===== src/rtl/omr_pkg.sv =====
package omr_pkg;
  typedef enum logic [1:0] {
    TAG_VALID   = 2'd0,
    TAG_ZERO    = 2'd1,
    TAG_SPECIAL = 2'd2
  } tag_e;

  localparam logic [1:0] RC_NEAR = 2'b00;
  localparam logic [1:0] RC_DOWN = 2'b01;
  localparam logic [1:0] RC_UP   = 2'b10;
  localparam logic [1:0] RC_CHOP = 2'b11;

  localparam logic [1:0] PC_SGL = 2'b00;
  localparam logic [1:0] PC_DBL = 2'b10;

  // Masked overflow: 1 when the largest finite value replaces infinity
  function automatic logic want_largest(input logic [1:0] rc, input logic neg);
    case (rc)
      RC_CHOP: want_largest = 1'b1;
      RC_UP:   want_largest = neg;
      RC_DOWN: want_largest = !neg;
      default: want_largest = 1'b0;
    endcase
  endfunction
endpackage


===== src/rtl/omr_ovf_path.sv =====
module omr_ovf_path
  import omr_pkg::*;
#(
  parameter int EXP_W  = 18,
  parameter int SIG_W  = 64,
  parameter int FMT_EW = 15,
  parameter int REBIAS = 24576,
  parameter int SGL_P  = 24,
  parameter int DBL_P  = 53
) (
  input  logic                    sign,
  input  logic signed [EXP_W-1:0] exp_i,
  input  logic [SIG_W-1:0]        sig_i,
  input  logic [1:0]              rc,
  input  logic [1:0]              pc,
  input  logic                    masked,
  output logic signed [EXP_W-1:0] exp_o,
  output logic [SIG_W-1:0]        sig_o,
  output tag_e                    tag_o,
  output logic                    prec_o,
  output logic                    c1_o,
  output logic                    largest_o
);
  localparam logic signed [EXP_W-1:0] EXP_ALL1 = EXP_W'((1 << FMT_EW) - 1);
  localparam logic signed [EXP_W-1:0] EXP_TOP  = EXP_W'((1 << FMT_EW) - 2);
  localparam logic signed [EXP_W-1:0] REB      = EXP_W'(REBIAS);
  localparam logic [SIG_W-1:0]        INF_SIG  = {1'b1, {(SIG_W-1){1'b0}}};

  function automatic logic [SIG_W-1:0] top_ones(input logic [1:0] p);
    int unsigned bits;
    case (p)
      PC_SGL:  bits = SGL_P;
      PC_DBL:  bits = DBL_P;
      default: bits = SIG_W;
    endcase
    top_ones = {SIG_W{1'b1}} << (SIG_W - bits);
  endfunction

  assign largest_o = masked && want_largest(rc, sign);

  always_comb begin
    exp_o  = exp_i - REB;
    sig_o  = sig_i;
    tag_o  = TAG_VALID;
    prec_o = 1'b0;
    c1_o   = 1'b0;
    if (masked) begin
      prec_o = 1'b1;
      if (largest_o) begin
        exp_o = EXP_TOP;
        sig_o = top_ones(pc);
      end else begin
        exp_o = EXP_ALL1;
        sig_o = INF_SIG;
        tag_o = TAG_SPECIAL;
        c1_o  = 1'b1;
      end
    end
  end
endmodule


===== src/rtl/omr_unf_path.sv =====
module omr_unf_path
  import omr_pkg::*;
#(
  parameter int EXP_W      = 18,
  parameter int SIG_W      = 64,
  parameter int REBIAS     = 24576,
  parameter int MIN_NORM   = 1,
  parameter int FLUSH_SPAN = 63
) (
  input  logic signed [EXP_W-1:0] exp_i,
  input  logic [SIG_W-1:0]        sig_i,
  input  logic                    masked,
  output logic signed [EXP_W-1:0] exp_o,
  output logic [SIG_W-1:0]        sig_o,
  output tag_e                    tag_o,
  output logic                    prec_o,
  output logic                    flush_o
);
  localparam logic signed [EXP_W-1:0] REB   = EXP_W'(REBIAS);
  localparam logic signed [EXP_W-1:0] LIMIT = EXP_W'(MIN_NORM - FLUSH_SPAN);

  assign flush_o = masked && (exp_i <= LIMIT);
  assign prec_o  = masked;

  always_comb begin
    exp_o = masked ? exp_i : exp_i + REB;
    sig_o = sig_i;
    tag_o = TAG_VALID;
    if (flush_o) begin
      exp_o = '0;
      sig_o = '0;
      tag_o = TAG_ZERO;
    end
  end
endmodule


===== src/rtl/omr_top.sv =====
module omr_top
  import omr_pkg::*;
#(
  parameter int EXP_W  = 18,
  parameter int SIG_W  = 64,
  parameter int FMT_EW = 15,
  parameter int REBIAS = 24576
) (
  input  logic                    clk,
  input  logic                    rst_n,
  input  logic                    in_valid,
  input  logic                    in_sign,
  input  logic signed [EXP_W-1:0] in_exp,
  input  logic [SIG_W-1:0]        in_sig,
  input  logic [1:0]              in_rc,
  input  logic [1:0]              in_pc,
  input  logic                    in_ovf,
  input  logic                    in_unf,
  input  logic                    ovf_mask,
  input  logic                    unf_mask,
  output logic                    out_valid,
  output logic                    out_sign,
  output logic signed [EXP_W-1:0] out_exp,
  output logic [SIG_W-1:0]        out_sig,
  output logic [1:0]              out_tag,
  output logic                    out_ovf,
  output logic                    out_unf,
  output logic                    out_prec,
  output logic                    out_c1
);
  localparam logic signed [EXP_W-1:0] EXP_ALL1 = EXP_W'((1 << FMT_EW) - 1);
  localparam logic signed [EXP_W-1:0] REB      = EXP_W'(REBIAS);

  logic signed [EXP_W-1:0] ov_exp, un_exp, nx_exp;
  logic [SIG_W-1:0]        ov_sig, un_sig, nx_sig;
  tag_e                    ov_tag, un_tag, nx_tag;
  logic                    ov_prec, ov_c1, ov_largest;
  logic                    un_prec, un_flush;
  logic                    ovf_take, unf_take;
  logic                    nx_prec, nx_c1;

  assign ovf_take = in_ovf;
  assign unf_take = in_unf && !in_ovf;   // R12 overflow wins

  omr_ovf_path #(.EXP_W(EXP_W), .SIG_W(SIG_W), .FMT_EW(FMT_EW), .REBIAS(REBIAS)) u_ovf (
    .sign(in_sign), .exp_i(in_exp), .sig_i(in_sig), .rc(in_rc), .pc(in_pc),
    .masked(ovf_mask), .exp_o(ov_exp), .sig_o(ov_sig), .tag_o(ov_tag),
    .prec_o(ov_prec), .c1_o(ov_c1), .largest_o(ov_largest)
  );

  omr_unf_path #(.EXP_W(EXP_W), .SIG_W(SIG_W), .REBIAS(REBIAS)) u_unf (
    .exp_i(in_exp), .sig_i(in_sig), .masked(unf_mask), .exp_o(un_exp),
    .sig_o(un_sig), .tag_o(un_tag), .prec_o(un_prec), .flush_o(un_flush)
  );

  always_comb begin
    nx_exp = in_exp; nx_sig = in_sig; nx_tag = TAG_VALID;
    nx_prec = 1'b0;  nx_c1 = 1'b0;
    if (ovf_take) begin
      nx_exp = ov_exp; nx_sig = ov_sig; nx_tag = ov_tag;
      nx_prec = ov_prec; nx_c1 = ov_c1;
    end else if (unf_take) begin
      nx_exp = un_exp; nx_sig = un_sig; nx_tag = un_tag;
      nx_prec = un_prec;
    end
  end

  always_ff @(posedge clk or negedge rst_n) begin
    if (!rst_n) begin
      out_valid <= 1'b0; out_sign <= 1'b0; out_exp <= '0; out_sig <= '0;
      out_tag <= 2'd0; out_ovf <= 1'b0; out_unf <= 1'b0;
      out_prec <= 1'b0; out_c1 <= 1'b0;
    end else begin
      out_valid <= in_valid;
      if (in_valid) begin
        out_sign <= in_sign;
        out_exp  <= nx_exp;
        out_sig  <= nx_sig;
        out_tag  <= nx_tag;
        out_ovf  <= ovf_take;
        out_unf  <= unf_take;
        out_prec <= nx_prec;
        out_c1   <= nx_c1;
      end
    end
  end

  p_inf_code_r1: assert property (@(posedge clk) disable iff (!rst_n)
    (out_valid && out_tag == 2'd2) |->
      (out_exp == EXP_ALL1 && out_sig == {1'b1, {(SIG_W-1){1'b0}}} && out_c1 && out_prec));
  p_largest_no_c1_r2: assert property (@(posedge clk) disable iff (!rst_n)
    (in_valid && in_ovf && ov_largest) |=> (out_tag == 2'd0 && !out_c1 && out_prec));
  p_unmasked_rebias_r5: assert property (@(posedge clk) disable iff (!rst_n)
    (in_valid && in_ovf && !ovf_mask) |=>
      (out_exp == $past(in_exp) - REB && !out_prec && !out_c1));
  p_ovf_always_r6: assert property (@(posedge clk) disable iff (!rst_n)
    (in_valid && in_ovf) |=> (out_ovf && !out_unf));
  p_flush_zero_r7: assert property (@(posedge clk) disable iff (!rst_n)
    (out_valid && out_tag == 2'd1) |-> (out_sig == '0 && !out_c1 && out_unf && out_prec));
  p_unf_rebias_r9: assert property (@(posedge clk) disable iff (!rst_n)
    (in_valid && unf_take && !unf_mask) |=> (out_exp == $past(in_exp) + REB && !out_prec));
  p_quiet_r10: assert property (@(posedge clk) disable iff (!rst_n)
    (in_valid && !in_ovf && !in_unf) |=> (!out_ovf && !out_unf && !out_prec && !out_c1));
  p_valid_follow_r11: assert property (@(posedge clk) disable iff (!rst_n)
    in_valid |=> out_valid);
  p_valid_idle_r11: assert property (@(posedge clk) disable iff (!rst_n)
    !in_valid |=> !out_valid);
endmodule


===== config.mk =====
export PLATFORM = sky130hd
export DESIGN_NAME = omr_top
export DESIGN_NICKNAME = d
export VERILOG_FILES = /design/src/rtl/omr_pkg.sv /design/src/rtl/omr_ovf_path.sv /design/src/rtl/omr_unf_path.sv /design/src/rtl/omr_top.sv
export SDC_FILE = /design/constraint.sdc
export NUM_CORES = 1
export LEC_CHECK = 0
export ABC_AREA = 1
export BUFFER_PORTS_ARGS = -buffer_cell sky130_fd_sc_hd__buf_2
export CAP_MARGIN = 0
export CORE_MARGIN = 2
export CORE_UTILIZATION = 40
export CTS_BUF_LIST = sky130_fd_sc_hd__clkbuf_4
export CTS_CLUSTER_SIZE = 24
export DETAILED_ROUTE_END_ITERATION = 6
export PLACE_DENSITY = 0.74
export SLEW_MARGIN = 5
export SYNTH_ARGS = -nofsm -noshare
export SYNTH_HDL_FRONTEND = slang
export SYNTH_SLANG_ARGS = --single-unit

===== constraint.sdc =====
create_clock -name clk -period 0.9 [get_ports clk]
set_input_delay 0.27 -clock clk [delete_from_list [all_inputs] [get_ports clk]]
set_output_delay 0.27 -clock clk [all_outputs]
set_load 0.02 [all_outputs]

==> results.txt, run 1 <==
----------------------------------------------------
[Run status]
  Status ... finished, violations left
  Failing checks ... setup timing

[Placed design]
  Detailed Place HPWL ... about 10 mm
  Count of input and output buffers ... 183
  Number of placed instances, taps included ... roughly 930
  Final estimated routing congestion in global placement ... 0.904
  Placed instance area ... about 6100 µm²

[Synthesis]
  Sequential cell area fraction in the yosys report ... between 40% and 50%
  Flop and latch count out of synthesis ... 89
  Syn Inst Count ... ~600
  Synth Warn # ... 0
  Average footprint of a synthesized cell ... roughly 7.6 µm²
  Count of flip-flops with a built-in enable after synthesis ... 0
  Async S/R FF share, synth ... 100%
  Top flip-flop cell by instance count after synthesis ... sky130_fd_sc_hd__dfrtp_1
  Number of nets in the synthesized netlist ... between 600 and 700
  Synthesized cell area ... about 4500 µm²
  Number of different library cells in the post-synthesis netlist ... 28

[Setup path]
  Number of cells on the critical path ... 1
  Required time at the endpoint of the critical path ... about 0.63 ns
  Critical path's slowest cell ... sky130_fd_sc_hd__dfrtp_1
  Peak fanout along the critical path ... 3
  Critical R2R Launch ... out_sig[41]
  Critical path startpoint category ... register
  Number of buffer and inverter stages on the critical path ... 1
  Family with the most delay on the worst path ... flip-flops
  Worst R2R Path Depth ... 4
  Capture point of the critical path ... out_tag[1]
  R2R Setup Slk ... -0.05 ns
  Capturing point of the worst reg2reg path ... out_sig[41]
  Crit-path cells ... buf_4
  Worst setup path category ... reg2out
  Launching element of the worst setup path ... out_tag[1]
  Kind of end point of the critical path ... primary output
  CP peak stage delay ... between 0.4 and 0.5 ns
  Arrival time worst endpoint ... roughly 1.1 ns

[CTS]
  Buffer depth of the longest clock path ... 2
  Clock slew at the register clock pins of the worst setup and hold paths ... roughly 0.16 ns
  Clock root buffer ... sky130_fd_sc_hd__clkbuf_4
  H-Tree Depth ... 3
  Clock latency on the worst-skew pair ... about 0.45 ns
  CTS tree ... built
  Number of buffers added by the clock tree synthesis step ... 9
  Num Clock Sinks ... between 80 and 90

[Finish]
  Final instance area ... 8180 µm²
  Count of antenna diodes in the layout ... 0
  Final cell count without fillers ... a little over 1000
  Fraction of final layout cells with drive strength greater than 1 ... 54.3%
  Layout Area Growth over Synthesis ... 82.2%
  # fillers ... approximately 720
  Nets ... 960
  Post-layout utilization of the core ... 75.1%
  FF+latch area ... ~2200 µm²
  Combined area of the multi-input logic cells ... 2790 µm²

[STA]
  Setup violation total in the final timing report ... 157
  Final Critical Period ... between 1 and 1.5 ns
  Count of pins over their slew limit ... 0
  Post-route clock skew ... 0 ns
  Fmax ... 0.757 GHz
  Worst slew pin tran ... around 0.5 ns
  Crit path setup slack, layout ... -0.421 ns
  Final number of hold-violating endpoints ... 0
  Worst slew margin ... around two thirds
  Setup repair after global routing missed its margin ... true
  Period utilization ... 147%
  Smallest hold slack ... roughly 0.057 ns

[Power and ir drop]
  Pleak ... 3.94 nW
  Net Sw Power ... 4.06 mW
  Max VDD drop ... 0.822 mV
  Clock network fraction of total power ... 18.3%
  Internal Pwr Total ... 7.15 mW
  Total power draw ... between 10 and 15 mW
  Comb power frac ... 38.8%
  Power Density ... ~1400 nW/µm²
  Switching part of the total ... 36.2%
  Share of total power in sequential cells ... between 40% and 50%

[Floorplan]
  Ports placed on the boundary ... around 180
  Standard-cell row count ... 38
  Area of the core ... 10900 µm²
  Die Height ... between 100 and 150 µm
  Die boundary width ... between 100 and 150 µm
  Starting density of the core ... approximately two fifths
  Full die area ... between 10000 and 15000 µm²

[GRT]
  GR Overflow Total ... 0
  Initial antenna violation count ... 0
  Overall Global Routing Usage ... 26.8%
  Maximum number of pins on one net before global-route repair ... 47
  Wire length of the first global-routing pass ... 24.8 mm
  Vias in the first global route ... ~5100

[Routing]
  Number of vias after detailed routing ... approximately 5400
  Initial DRT Pass Iterations ... 7
  Average routed wire per standard cell ... 18.0 µm
  Drt first-iter violations ... between 300 and 400
  Count of nets left with antenna violations after detail routing ... 0
  Post-detailed-route DRC marker count ... 0
  DRT Wirelength ... around 18 mm
  Via density per instance ... 5.37

[Run]
  Max-cap violations ... 0

[Min path]
  Worst hold-check path type ... in2reg

----------------------------------------------------
[flip-flops by register name (all words and copies together) (netlist names)]
signal	count
out_exp	18
out_prec	1
out_valid	1
out_sig	64
out_sign	1
out_unf	1
out_ovf	1
out_tag	2
[repair_timing]
item	CTS	global route
pin swaps	23	54
endpoints found under the hold margin	89	0
cloned	3	7
setup endpoints to repair	152	160
gates resized for setup	230	125
hold buffers	1	0
setup buffers	32	27
[synth_stat cells, types with 2 or more instances]
library cell                 n  area share (%)
sky130_fd_sc_hd__a31oi_1     3            0.42
sky130_fd_sc_hd__xor2_1      3            0.59
sky130_fd_sc_hd__nand2_1   118             9.9
sky130_fd_sc_hd__clkinv_1    2            0.17
sky130_fd_sc_hd__inv_1      18             1.5
sky130_fd_sc_hd__buf_6       5             1.3
sky130_fd_sc_hd__ha_1        3            0.84
sky130_fd_sc_hd__nand3_1    71             7.9
sky130_fd_sc_hd__nor2_1    132              11
sky130_fd_sc_hd__a21oi_1    71             7.9
sky130_fd_sc_hd__clkbuf_1   15             1.3
sky130_fd_sc_hd__inv_2       2            0.17
sky130_fd_sc_hd__buf_2      13             1.4
sky130_fd_sc_hd__buf_1       6            0.50
sky130_fd_sc_hd__dfrtp_1    89              50
sky130_fd_sc_hd__nand2_2     3            0.42
sky130_fd_sc_hd__nand4_1     3            0.42
sky130_fd_sc_hd__o21ai_0    27             3.0
[layout by cell type (no fill, tap or decap), types with 4 or more instances in the layout]
cell,n
sky130_fd_sc_hd__a21oi_1,12
sky130_fd_sc_hd__nor2_4,12
sky130_fd_sc_hd__dfrtp_1,89
sky130_fd_sc_hd__inv_1,12
sky130_fd_sc_hd__nand3_2,41
sky130_fd_sc_hd__nor2_1,116
sky130_fd_sc_hd__nand2_1,111
sky130_fd_sc_hd__clkbuf_16,5
sky130_fd_sc_hd__buf_12,14
sky130_fd_sc_hd__buf_6,102
sky130_fd_sc_hd__clkinv_2,4
sky130_fd_sc_hd__nand2_2,4
sky130_fd_sc_hd__inv_4,4
sky130_fd_sc_hd__a21oi_2,59
sky130_fd_sc_hd__nand3_1,15
sky130_fd_sc_hd__nand2_4,5
sky130_fd_sc_hd__buf_2,79
sky130_fd_sc_hd__nor2_2,4
sky130_fd_sc_hd__clkbuf_4,9
sky130_fd_sc_hd__o21ai_0,9
sky130_fd_sc_hd__buf_4,92
sky130_fd_sc_hd__o21ai_1,18
sky130_fd_sc_hd__nand3_4,15
[worst min-delay path by stage]
stage,startpoint,endpoint,slack (ns),cells after the start
after global routing,in_sig[9],out_sig[9],0.007,3
after detailed placement,rst_n,out_sig[63],0.28,2
final,in_sig[18],out_sig[18],0.06,3
after global placement,rst_n,out_exp[3],0.28,2
after floorplan,rst_n,out_exp[0],-0.03,0
after CTS,in_sig[38],out_sig[38],0.03,3
[power groups by stage]
stage               clock network [mW]  registers [mW]  logic (mW)
finish                            2.05            4.81        4.36
global route                      2.29            4.85        4.64
CTS                               2.05            4.78        3.75
detailed placement                   0            4.76        2.87
global placement                     0            4.74        2.79
floorplan                            0            5.31        1.04
[layer usage]
metal	track usage, %	wire (µm)	vias to the layer above
met3	7.47	1290	54
met4	10.4	562	0
met1	31.2	6790	2610
li1	-	-	2471
met2	46.5	9490	274
met5	0	0	-
[layout make-up]
type / count / share of cell area, %
inverters: 23 / 1.51
well taps: 140 / 2.14
flip-flops and latches: 89 / 27.2
multi-input cells: 442 / 34.1
clock buffers: 9 / 0.826
repair buffers: 298 / 33.6
clock inverters: 7 / 0.551
[per-stage QoR]
step                      setup WS [ns]  TNS (ns)
after floorplan                  -0.239    -14.80
after global placement           -0.530    -39.14
after detailed placement         -0.584    -42.87
after CTS                        -0.434    -36.21
after global routing             -0.481    -42.51
final                            -0.421    -37.20
[cell families after synthesis]
family | Yosys count | synth area share (%)
simple gates | 329 | 30.0
compound gates | 106 | 12.2
flops | 89 | 49.6
buf+inv | 63 | 6.58
xor+xnor | 4 | 0.781
fa+ha+maj | 3 | 0.836
(Power assumes the default switching activity.)
==> inputs of run 2 (changes only) <==
--- a/config.mk
+++ b/config.mk
@@ -8,12 +8,13 @@
 export ABC_AREA = 1
 export BUFFER_PORTS_ARGS = -buffer_cell sky130_fd_sc_hd__buf_2
 export CAP_MARGIN = 0
+export CORE_ASPECT_RATIO = 0.7
 export CORE_MARGIN = 2
-export CORE_UTILIZATION = 40
+export CORE_UTILIZATION = 35
 export CTS_BUF_LIST = sky130_fd_sc_hd__clkbuf_4
 export CTS_CLUSTER_SIZE = 24
 export DETAILED_ROUTE_END_ITERATION = 6
-export PLACE_DENSITY = 0.74
+export PLACE_DENSITY = 0.67
 export SLEW_MARGIN = 5
 export SYNTH_ARGS = -nofsm -noshare
 export SYNTH_HDL_FRONTEND = slang
==> run 2 against run 1 <==
The run still ends with setup timing left; first-iteration DRC count decreased by 14%; clock power increased by 6%; critical path depth unchanged; flip-flop and latch count unchanged; combinational power decreased by 2%; sequential power about the same; die area increased by 14%; clock skew unchanged; via count decreased by 3.8%; setup slack improved by 0.0013 ns; critical endpoint is now out_sig[38].
==> results.txt, run 2 (synthesis gave the netlist of run 1 again) <==
----------------------------------------------------
[CTS]
  Num Clock Sinks ... 89 (unchanged)
  Buffer depth of the longest clock path ... 2 (unchanged)
  CTS tree ... built (unchanged)
  Number of buffers added by the clock tree synthesis step ... 9 (unchanged)
  Clock latency on the worst-skew pair ... 0.44 ns (was 0.45 ns)
  H-Tree Depth ... 3 (unchanged)
  Clock slew at the register clock pins of the worst setup and hold paths ... 0.17 ns (was 0.16 ns)
  Clock root buffer ... sky130_fd_sc_hd__clkbuf_4 (unchanged)

[Setup path]
  Number of buffer and inverter stages on the critical path ... 1 (unchanged)
  Crit-path cells ... buf_6 (was buf_4)
  Required time at the endpoint of the critical path ... 0.63 ns (about the same)
  Worst setup path category ... reg2out (unchanged)
  CP peak stage delay ... 0.44 ns (was 0.43 ns)
  Peak fanout along the critical path ... 2 (was 3)
  Worst R2R Path Depth ... 4 (unchanged)
  Critical path's slowest cell ... sky130_fd_sc_hd__dfrtp_1 (unchanged)
  Critical path startpoint category ... register (unchanged)
  Capturing point of the worst reg2reg path ... out_sig[62] (was out_sig[41])
  Critical R2R Launch ... out_sig[62] (was out_sig[41])
  R2R Setup Slk ... 0.01 ns (was -0.05 ns)
  Kind of end point of the critical path ... primary output (unchanged)
  Family with the most delay on the worst path ... flip-flops (unchanged)
  Arrival time worst endpoint ... 1.05 ns (about the same)

[Finish]
  # fillers ... 987 (was 715)
  Nets ... 956 (was 960)
  Most common cell after layout, fill and taps aside ... sky130_fd_sc_hd__nor2_1 (unchanged)
  Count of antenna diodes in the layout ... 0 (unchanged)
  Top library cells by usage in the layout, fill and taps aside ... sky130_fd_sc_hd__nor2_1 (122), sky130_fd_sc_hd__buf_6 (114), sky130_fd_sc_hd__nand2_1 (107) (was sky130_fd_sc_hd__nor2_1 (116), sky130_fd_sc_hd__nand2_1 (111), sky130_fd_sc_hd__buf_6 (102))
  Largest register FFs ... 64 (unchanged)
  Leading registers by flop count ... out_sig: 64 flops, out_exp: 18 flops, out_tag: 2 flops (unchanged)
  Fraction of final layout cells with drive strength greater than 1 ... 53.5% (was 54.3%)
  Layout Area Growth over Synthesis ... 82.8% (was 82.2%)
  Top register by number of flip-flops ... out_sig (unchanged)

[STA]
  Worst slew pin tran ... 0.370 ns (was 0.502 ns)
  Final number of hold-violating endpoints ... 0 (unchanged)
  Period utilization ... 147% (about the same)
  Post-route clock skew ... 0 ns (unchanged)
  Setup violation total in the final timing report ... 127 (was 157)
  Worst slew margin ... 75.4% (was 66.5%)
  Crit path setup slack, layout ... -0.420 ns (was -0.421 ns)
  Smallest hold slack ... 0.0308 ns (was 0.0569 ns)
  Count of pins over their slew limit ... 0 (unchanged)
  Setup repair after global routing missed its margin ... true (unchanged)
  Setup tns final ... -36.93 ns (was -37.20 ns)
  Final Critical Period ... 1.32 ns (about the same)
  Fmax ... 0.758 GHz (was 0.757 GHz)

[Run status]
  Status ... finished, violations left (unchanged)
  Failing checks ... setup timing (unchanged)

[Min path]
  Sink of the worst hold path ... out_sig[22] (was out_sig[18])
  Start point of the worst hold path ... in_sig[22] (was in_sig[18])
  Worst hold-check path type ... in2reg (unchanged)
  Cell depth of the worst hold path ... 3 (unchanged)

[Floorplan]
  Die Height ... 98.8 µm (was 110 µm)
  Die boundary width ... 139 µm (was 110 µm)
  Ports placed on the boundary ... 184 (unchanged)
  Starting density of the core ... 36.0% (was 41.2%)
  Standard-cell row count ... 34 (was 38)
  Full die area ... 13800 µm² (was 12100 µm²)
  Area of the core ... 12500 µm² (was 10900 µm²)

[Placed design]
  Final estimated routing congestion in global placement ... 0.798 (was 0.904)
  Detailed Place HPWL ... 9.97 mm (was 10.2 mm)
  Count of input and output buffers ... 183 (unchanged)
  Worst slack after detailed placement ... -0.554 ns (was -0.584 ns)

[Routing]
  Post-detailed-route DRC marker count ... 0 (unchanged)
  Drt first-iter violations ... 297 (was 346)
  Initial DRT Pass Iterations ... 5 (was 7)
  Count of nets left with antenna violations after detail routing ... 0 (unchanged)
  Via density per instance ... 5.07 (was 5.37)
  DRT Wirelength ... 17.1 mm (was 18.1 mm)
  Average routed wire per standard cell ... 16.6 µm (was 18.0 µm)
  Number of vias after detailed routing ... 5201 (was 5409)

[Run]
  Max-cap violations ... 0 (unchanged)

[Power and ir drop]
  Power Density ... 1370 nW/µm² (about the same)
  Max VDD drop ... 0.870 mV (was 0.822 mV)
  Pleak ... 3.93 nW (was 3.94 nW)

[GRT]
  Vias in the first global route ... 4819 (was 5125)
  Overall Global Routing Usage ... 22.6% (was 26.8%)
  Wire length of the first global-routing pass ... 25.0 mm (was 24.8 mm)
  Maximum number of pins on one net before global-route repair ... 52 (was 47)
  GR Overflow Total ... 0 (unchanged)
  Initial antenna violation count ... 0 (unchanged)

----------------------------------------------------
run 2: cell count changes in the layout (fill, tap and decap cells not counted), moves of 4 or more:
cell / before / now
sky130_fd_sc_hd__buf_2: 79 / 71
sky130_fd_sc_hd__buf_4: 92 / 80
sky130_fd_sc_hd__buf_6: 102 / 114
sky130_fd_sc_hd__nand2_1: 111 / 107
sky130_fd_sc_hd__nand2_2: 4 / 8
sky130_fd_sc_hd__nand3_1: 15 / 27
sky130_fd_sc_hd__nand3_2: 41 / 34
sky130_fd_sc_hd__nand3_4: 15 / 10
sky130_fd_sc_hd__nor2_1: 116 / 122
sky130_fd_sc_hd__nor2_4: 12 / 5
sky130_fd_sc_hd__o21ai_0: 9 / 5
sky130_fd_sc_hd__o21ai_1: 18 / 11
sky130_fd_sc_hd__o21ai_2: 0 / 11
run 2: layer usage:
metal | global-route usage (%) | wire [µm] | up-vias
li1 | - | - | 2472
met1 | 32.3 | 7250 | 2490
met2 | 34.6 | 8250 | 213
met3 | 6.27 | 1330 | 26
met4 | 4.43 | 225 | 0
met5 | 0 | 0 | -
run 2: where the power goes:
group | internal (mW) | leakage, nW | switching [mW]
combinational | 2.14 | 2.83 | 2.13
sequential | 4.44 | 1.04 | 0.364
clock | 0.600 | 0.0675 | 1.57
total | 7.18 | 3.93 | 4.07
run 2: stage by stage:
| stage | instances | utilization, % | instance area (µm²) | power, mW |
|---|---|---|---|---|
| finish | 1026 | 65.8 | 8210 | 11.2 |
| floorplan | 594 | - | 4760 | 6.35 |
| global placement | 949 | 49.4 | 6160 | 7.59 |
| global route | 1026 | 65.8 | 8210 | 11.8 |
| detailed placement | 949 | 49.4 | 6160 | 7.62 |
| CTS | 1005 | 60.3 | 7520 | 10.8 |
run 2: worst max path at each step:
| stage | from | slack, ns | end | depth (start not counted) |
|---|---|---|---|---|
| 2_1_floorplan | in_sign | -0.24 | out_sig[38] | 9 |
| 3_3_place_gp | in_ovf | -0.55 | out_exp[1] | 8 |
| 3_5_place_dp | in_exp[16] | -0.55 | out_sig[52] | 8 |
| 4_1_cts | out_sig[55] | -0.44 | out_sig[55] | 1 |
| 5_1_grt | out_sig[50] | -0.48 | out_sig[50] | 1 |
| 6_report | out_sig[38] | -0.42 | out_sig[38] | 1 |
run 2: timing repair:
action,CTS,global route
endpoints found under the hold margin,89,1
setup buffers,35,19
pin swaps,17,48
resized for setup,251,113
endpoints found under the setup margin,148,168
hold buffers,1,1
gates cloned,5,5
run 2: layout make-up:
type | instances | area, µm² | share of cell area [%]
Timing Repair Buffer | 294 | 2840 | 34.5
Multi-Input combinational cell | 442 | 2700 | 32.9
Sequential cell | 89 | 2230 | 27.1
Tap cell | 162 | 203 | 2.47
Inverter | 23 | 124 | 1.51
Clock buffer | 9 | 67.6 | 0.823
Clock inverter | 7 | 52.6 | 0.640
run 2: worst min-delay path: cells and delay by family:
| kind | cells | cell delay, ns |
|---|---|---|
| buffers and inverters | 1 | 0.11 |
| and+or+nand+nor | 1 | 0.07 |
| AOI/OAI and AO/OA | 1 | 0.04 |
==> inputs of run 3 (changes only) <==
--- a/config.mk
+++ b/config.mk
@@ -10,11 +10,11 @@
 export CAP_MARGIN = 0
 export CORE_ASPECT_RATIO = 0.7
 export CORE_MARGIN = 2
-export CORE_UTILIZATION = 35
+export CORE_UTILIZATION = 50
 export CTS_BUF_LIST = sky130_fd_sc_hd__clkbuf_4
 export CTS_CLUSTER_SIZE = 24
 export DETAILED_ROUTE_END_ITERATION = 6
-export PLACE_DENSITY = 0.67
+export PLACE_DENSITY = 0.83
 export SLEW_MARGIN = 5
 export SYNTH_ARGS = -nofsm -noshare
 export SYNTH_HDL_FRONTEND = slang
==> run 3 against run 2 <==
Synthesized area did not move; the flow now stops in global routing; synthesized cell count did not move.
==> results.txt, run 3 <==
----------------------------------------------------
[Synthesis]
  Average footprint of a synthesized cell ... 7.56 µm² (unchanged)
  Top flip-flop cell by instance count after synthesis ... sky130_fd_sc_hd__dfrtp_1 (unchanged)
  Top cells by count, synth ... sky130_fd_sc_hd__nor2_1 (132), sky130_fd_sc_hd__nand2_1 (118), sky130_fd_sc_hd__dfrtp_1 (89), sky130_fd_sc_hd__a21oi_1 (71), sky130_fd_sc_hd__nand3_1 (71) (unchanged)
  Count of flip-flops with a built-in enable after synthesis ... 0 (unchanged)
  Flop and latch count out of synthesis ... 89 (unchanged)
  Top cells by area, synth ... sky130_fd_sc_hd__dfrtp_1 (50%), sky130_fd_sc_hd__nor2_1 (11%), sky130_fd_sc_hd__nand2_1 (9.9%), sky130_fd_sc_hd__a21oi_1 (7.9%), sky130_fd_sc_hd__nand3_1 (7.9%) (unchanged)
  Async S/R FF share, synth ... 100% (unchanged)
  Most frequent cell after synthesis ... sky130_fd_sc_hd__nor2_1 (unchanged)
  Number of nets in the synthesized netlist ... 691 (unchanged)
  Share of the synthesized area in the top cell type ... 49.6% (unchanged)
  Synth Warn # ... 0 (unchanged)
  Synthesized cell area ... 4490 µm² (unchanged)
  Sequential cell area fraction in the yosys report ... 49.6% (unchanged)
  Syn Inst Count ... 594 (unchanged)
  Post-synthesis cell type with the largest combined area ... sky130_fd_sc_hd__dfrtp_1 (unchanged)
  Number of different library cells in the post-synthesis netlist ... 28 (unchanged)

[Placed design]
  Final estimated routing congestion in global placement ... 0.886 (was 0.798)
  Count of input and output buffers ... 183 (unchanged)
  Placed instance area ... 6080 µm² (was 6160 µm²)
  Detailed Place HPWL ... 10.5 mm (was 9.97 mm)

[CTS]
  Number of buffers added by the clock tree synthesis step ... 9 (unchanged)
  Num Clock Sinks ... 89 (unchanged)
  Buffer depth of the longest clock path ... 2 (unchanged)
  H-Tree Depth ... 3 (unchanged)
  Clock root buffer ... sky130_fd_sc_hd__clkbuf_4 (unchanged)

[Floorplan]
  Die boundary width ... 117 µm (was 139 µm)
  Ports placed on the boundary ... 184 (unchanged)
  Starting density of the core ... 52.3% (was 36.0%)
  Die Height ... 83.3 µm (was 98.8 µm)
  Standard-cell row count ... 28 (was 34)

[STA]
  Pin ending the worst setup path after global-route repair ... out_exp[16]
  Classification of the worst endpoint ... top-level output

[Run status]
  Err ... [ERROR DPL-0038] Utilization greater than 100%, impossible to legalize
  Status ... did not finish (was finished, violations left)
  Last stage reached ... global routing

[GRT]
  Maximum number of pins on one net before global-route repair ... 37

----------------------------------------------------
==> run 3: metrics by stage <==
step           setup TNS [ns]  setup WS [ns]  cells
2_1_floorplan          -14.80         -0.239    594
3_3_place_gp           -38.07         -0.507    911
3_5_place_dp           -41.97         -0.552    911
4_1_cts                -39.84         -0.423    978
==> run 3: timing repair <==
action	4_1_cts
pin swaps	43
hold buffers	1
endpoints found under the setup margin	153
endpoints found under the hold margin	89
gates resized for setup	277
setup buffers	41
gates cloned	9
==> run 3: cell families after synthesis <==
| logic type | count (synthesis) | share of synthesized area (%) |
|---|---|---|
| simple gates | 329 | 30.0 |
| xor+xnor | 4 | 0.781 |
| compound gates | 106 | 12.2 |
| fa+ha+maj | 3 | 0.836 |
| buf+inv | 63 | 6.58 |
| flops | 89 | 49.6 |
==> inputs of run 4 (changes only) <==
--- a/config.mk
+++ b/config.mk
@@ -8,13 +8,10 @@
 export ABC_AREA = 1
 export BUFFER_PORTS_ARGS = -buffer_cell sky130_fd_sc_hd__buf_2
 export CAP_MARGIN = 0
-export CORE_ASPECT_RATIO = 0.7
 export CORE_MARGIN = 2
-export CORE_UTILIZATION = 50
-export CTS_BUF_LIST = sky130_fd_sc_hd__clkbuf_4
-export CTS_CLUSTER_SIZE = 24
+export CORE_UTILIZATION = 35
 export DETAILED_ROUTE_END_ITERATION = 6
-export PLACE_DENSITY = 0.83
+export PLACE_DENSITY_LB_ADDON = 0.15
 export SLEW_MARGIN = 5
 export SYNTH_ARGS = -nofsm -noshare
 export SYNTH_HDL_FRONTEND = slang
==> run 4 against run 3 <==
The flow now finishes, with violations (setup timing).
==> results.txt, run 4 (synthesis gave the netlist of run 1 again) <==
----------------------------------------------------
[CTS]
  Clock root buffer ... sky130_fd_sc_hd__clkbuf_16 (was sky130_fd_sc_hd__clkbuf_4)
  Buffer depth of the longest clock path ... 2 (unchanged)
  Number of buffers added by the clock tree synthesis step ... 9 (unchanged)
  CTS tree ... built
  Clock slew at the register clock pins of the worst setup and hold paths ... approximately 0.07 ns
  H-Tree Depth ... 3 (unchanged)
  Num Clock Sinks ... 89 (unchanged)
  Clock latency on the worst-skew pair ... roughly 0.33 ns

[Placed design]
  Detailed Place HPWL ... 10.3 mm (was 10.5 mm)
  Placed instance area ... 6170 µm² (was 6080 µm²)
  Final estimated routing congestion in global placement ... 0.820 (was 0.886)
  Number of placed instances, taps included ... 964 (was 911)
  Count of input and output buffers ... 183 (unchanged)

[Setup path]
  Kind of end point of the critical path ... primary output
  Critical path's slowest cell ... sky130_fd_sc_hd__dfrtp_1
  Number of buffer and inverter stages on the critical path ... 1
  Arrival time worst endpoint ... 0.90 ns
  Family with the most delay on the worst path ... flip-flops
  Worst setup path category ... reg2out
  Critical R2R Launch ... out_sig[18]
  Worst R2R Path Depth ... 4
  Launching element of the worst setup path ... out_tag[1]
  CP peak stage delay ... a little under 0.4 ns
  Crit-path cells ... buf_2
  Capturing point of the worst reg2reg path ... out_sig[18]
  Critical path startpoint category ... register
  Peak fanout along the critical path ... 3
  Number of cells on the critical path ... 1
  R2R Setup Slk ... -0.03 ns
  Required time at the endpoint of the critical path ... 0.63 ns

[Run status]
  Status ... finished, violations left (was did not finish)
  Failing checks ... setup timing

[STA]
  Final number of hold-violating endpoints ... 0
  Count of pins over their slew limit ... 0
  Crit path setup slack, layout ... -0.265 ns
  Worst slew pin tran ... 0.459 ns
  Setup repair after global routing missed its margin ... true
  Fmax ... 0.858 GHz
  Worst slew margin ... 69.4%
  Post-route clock skew ... 0 ns
  Period utilization ... 129%
  Final Critical Period ... 1.17 ns
  Smallest hold slack ... between 0.15 and 0.2 ns
  Setup tns final ... -34.32 ns
  Setup violation total in the final timing report ... 173

[Routing]
  Via density per instance ... roughly 5
  Drt first-iter violations ... between 200 and 250
  DRT Wirelength ... about 17 mm
  Initial DRT Pass Iterations ... 4
  Number of vias after detailed routing ... 5168
  Count of nets left with antenna violations after detail routing ... 0
  Average routed wire per standard cell ... 16.7 µm
  Post-detailed-route DRC marker count ... 0

[Min path]
  Sink of the worst hold path ... out_sig[11]
  Worst hold-check path type ... in2reg
  Start point of the worst hold path ... in_sig[11]
  Cell depth of the worst hold path ... 3

[Finish]
  Final instance area ... between 8000 and 9000 µm²
  Fraction of final layout cells with drive strength greater than 1 ... a little under three fifths
  Largest register FFs ... 64
  Leading registers by flop count ... out_sig: 64 flops, out_exp: 18 flops, out_tag: 2 flops
  Count of antenna diodes in the layout ... 0
  Most common cell after layout, fill and taps aside ... sky130_fd_sc_hd__nor2_1
  # fillers ... 969
  Nets ... 958
  Top library cells by usage in the layout, fill and taps aside ... sky130_fd_sc_hd__nor2_1 (125), sky130_fd_sc_hd__nand2_1 (110), sky130_fd_sc_hd__buf_6 (109)
  Final cell count without fillers ... slightly above 1000
  Top register by number of flip-flops ... out_sig
  Layout Area Growth over Synthesis ... 89.0%

[Floorplan]
  Die boundary width ... 117 µm (unchanged)
  Full die area ... ~14000 µm²
  Starting density of the core ... 35.7% (was 52.3%)
  Die Height ... 117 µm (was 83.3 µm)
  Standard-cell row count ... 41 (was 28)
  Ports placed on the boundary ... 184 (unchanged)
  Area of the core ... ~13000 µm²

[Power and ir drop]
  Power Density ... between 1500 and 2000 nW/µm²
  Max VDD drop ... 0.807 mV
  Pleak ... just over 4 nW
  Total power draw ... 12.7 mW

[GRT]
  Wire length of the first global-routing pass ... around 26 mm
  Overall Global Routing Usage ... about a quarter
  Initial antenna violation count ... 0
  GR Overflow Total ... 0
  Vias in the first global route ... about 5400
  Maximum number of pins on one net before global-route repair ... just over 40

[Run]
  Max-cap violations ... 0

----------------------------------------------------
-- run 4: through the flow --
step | setup slack (ns) | util, %
detailed placement | -0.553 | 49.1
finish | -0.265 | 67.5
floorplan | -0.239 | -
global placement | -0.512 | 49.1
global route | -0.292 | 67.5
CTS | -0.281 | 64.5
-- run 4: repair_timing --
action / 4_1_cts / 5_1_grt
resized for setup: 304 / 77
cloned: 10 / 1
setup buffers: 37 / 16
pin swaps: 45 / 41
hold endpoints to repair: 12 / 0
hold buffers: 1 / 0
endpoints found under the setup margin: 173 / 173
-- run 4: layout make-up --
class	instances	area (µm²)	area share, %
clock buffer	10	239	2.82
clock inverter	6	40.0	0.472
inverter	23	123	1.45
multi-input combinational	442	2850	33.6
sequential	89	2230	26.2
tap	172	215	2.54
timing repair buffer	296	2790	32.9
-- run 4: power by group --
part / switching (mW) / leakage, nW / internal [mW]
clock network: 1.66 / 0.139 / 1.96
logic: 2.17 / 2.87 / 2.15
registers: 0.349 / 1.04 / 4.45
-- run 4: per-layer routing --
metal  track usage, %  wire [µm]
met1             29.9       6780
met2             43.9       9100
met3             5.77       1090
met4             9.10        337
met5                0          0
-- run 4: worst max-delay path by stage --
stage | to | slack [ns]
floorplan | out_sig[38] | -0.24
global placement | out_sig[32] | -0.51
detailed placement | out_sig[9] | -0.55
CTS | out_c1 | -0.28
global route | out_tag[1] | -0.29
finish | out_c1 | -0.27
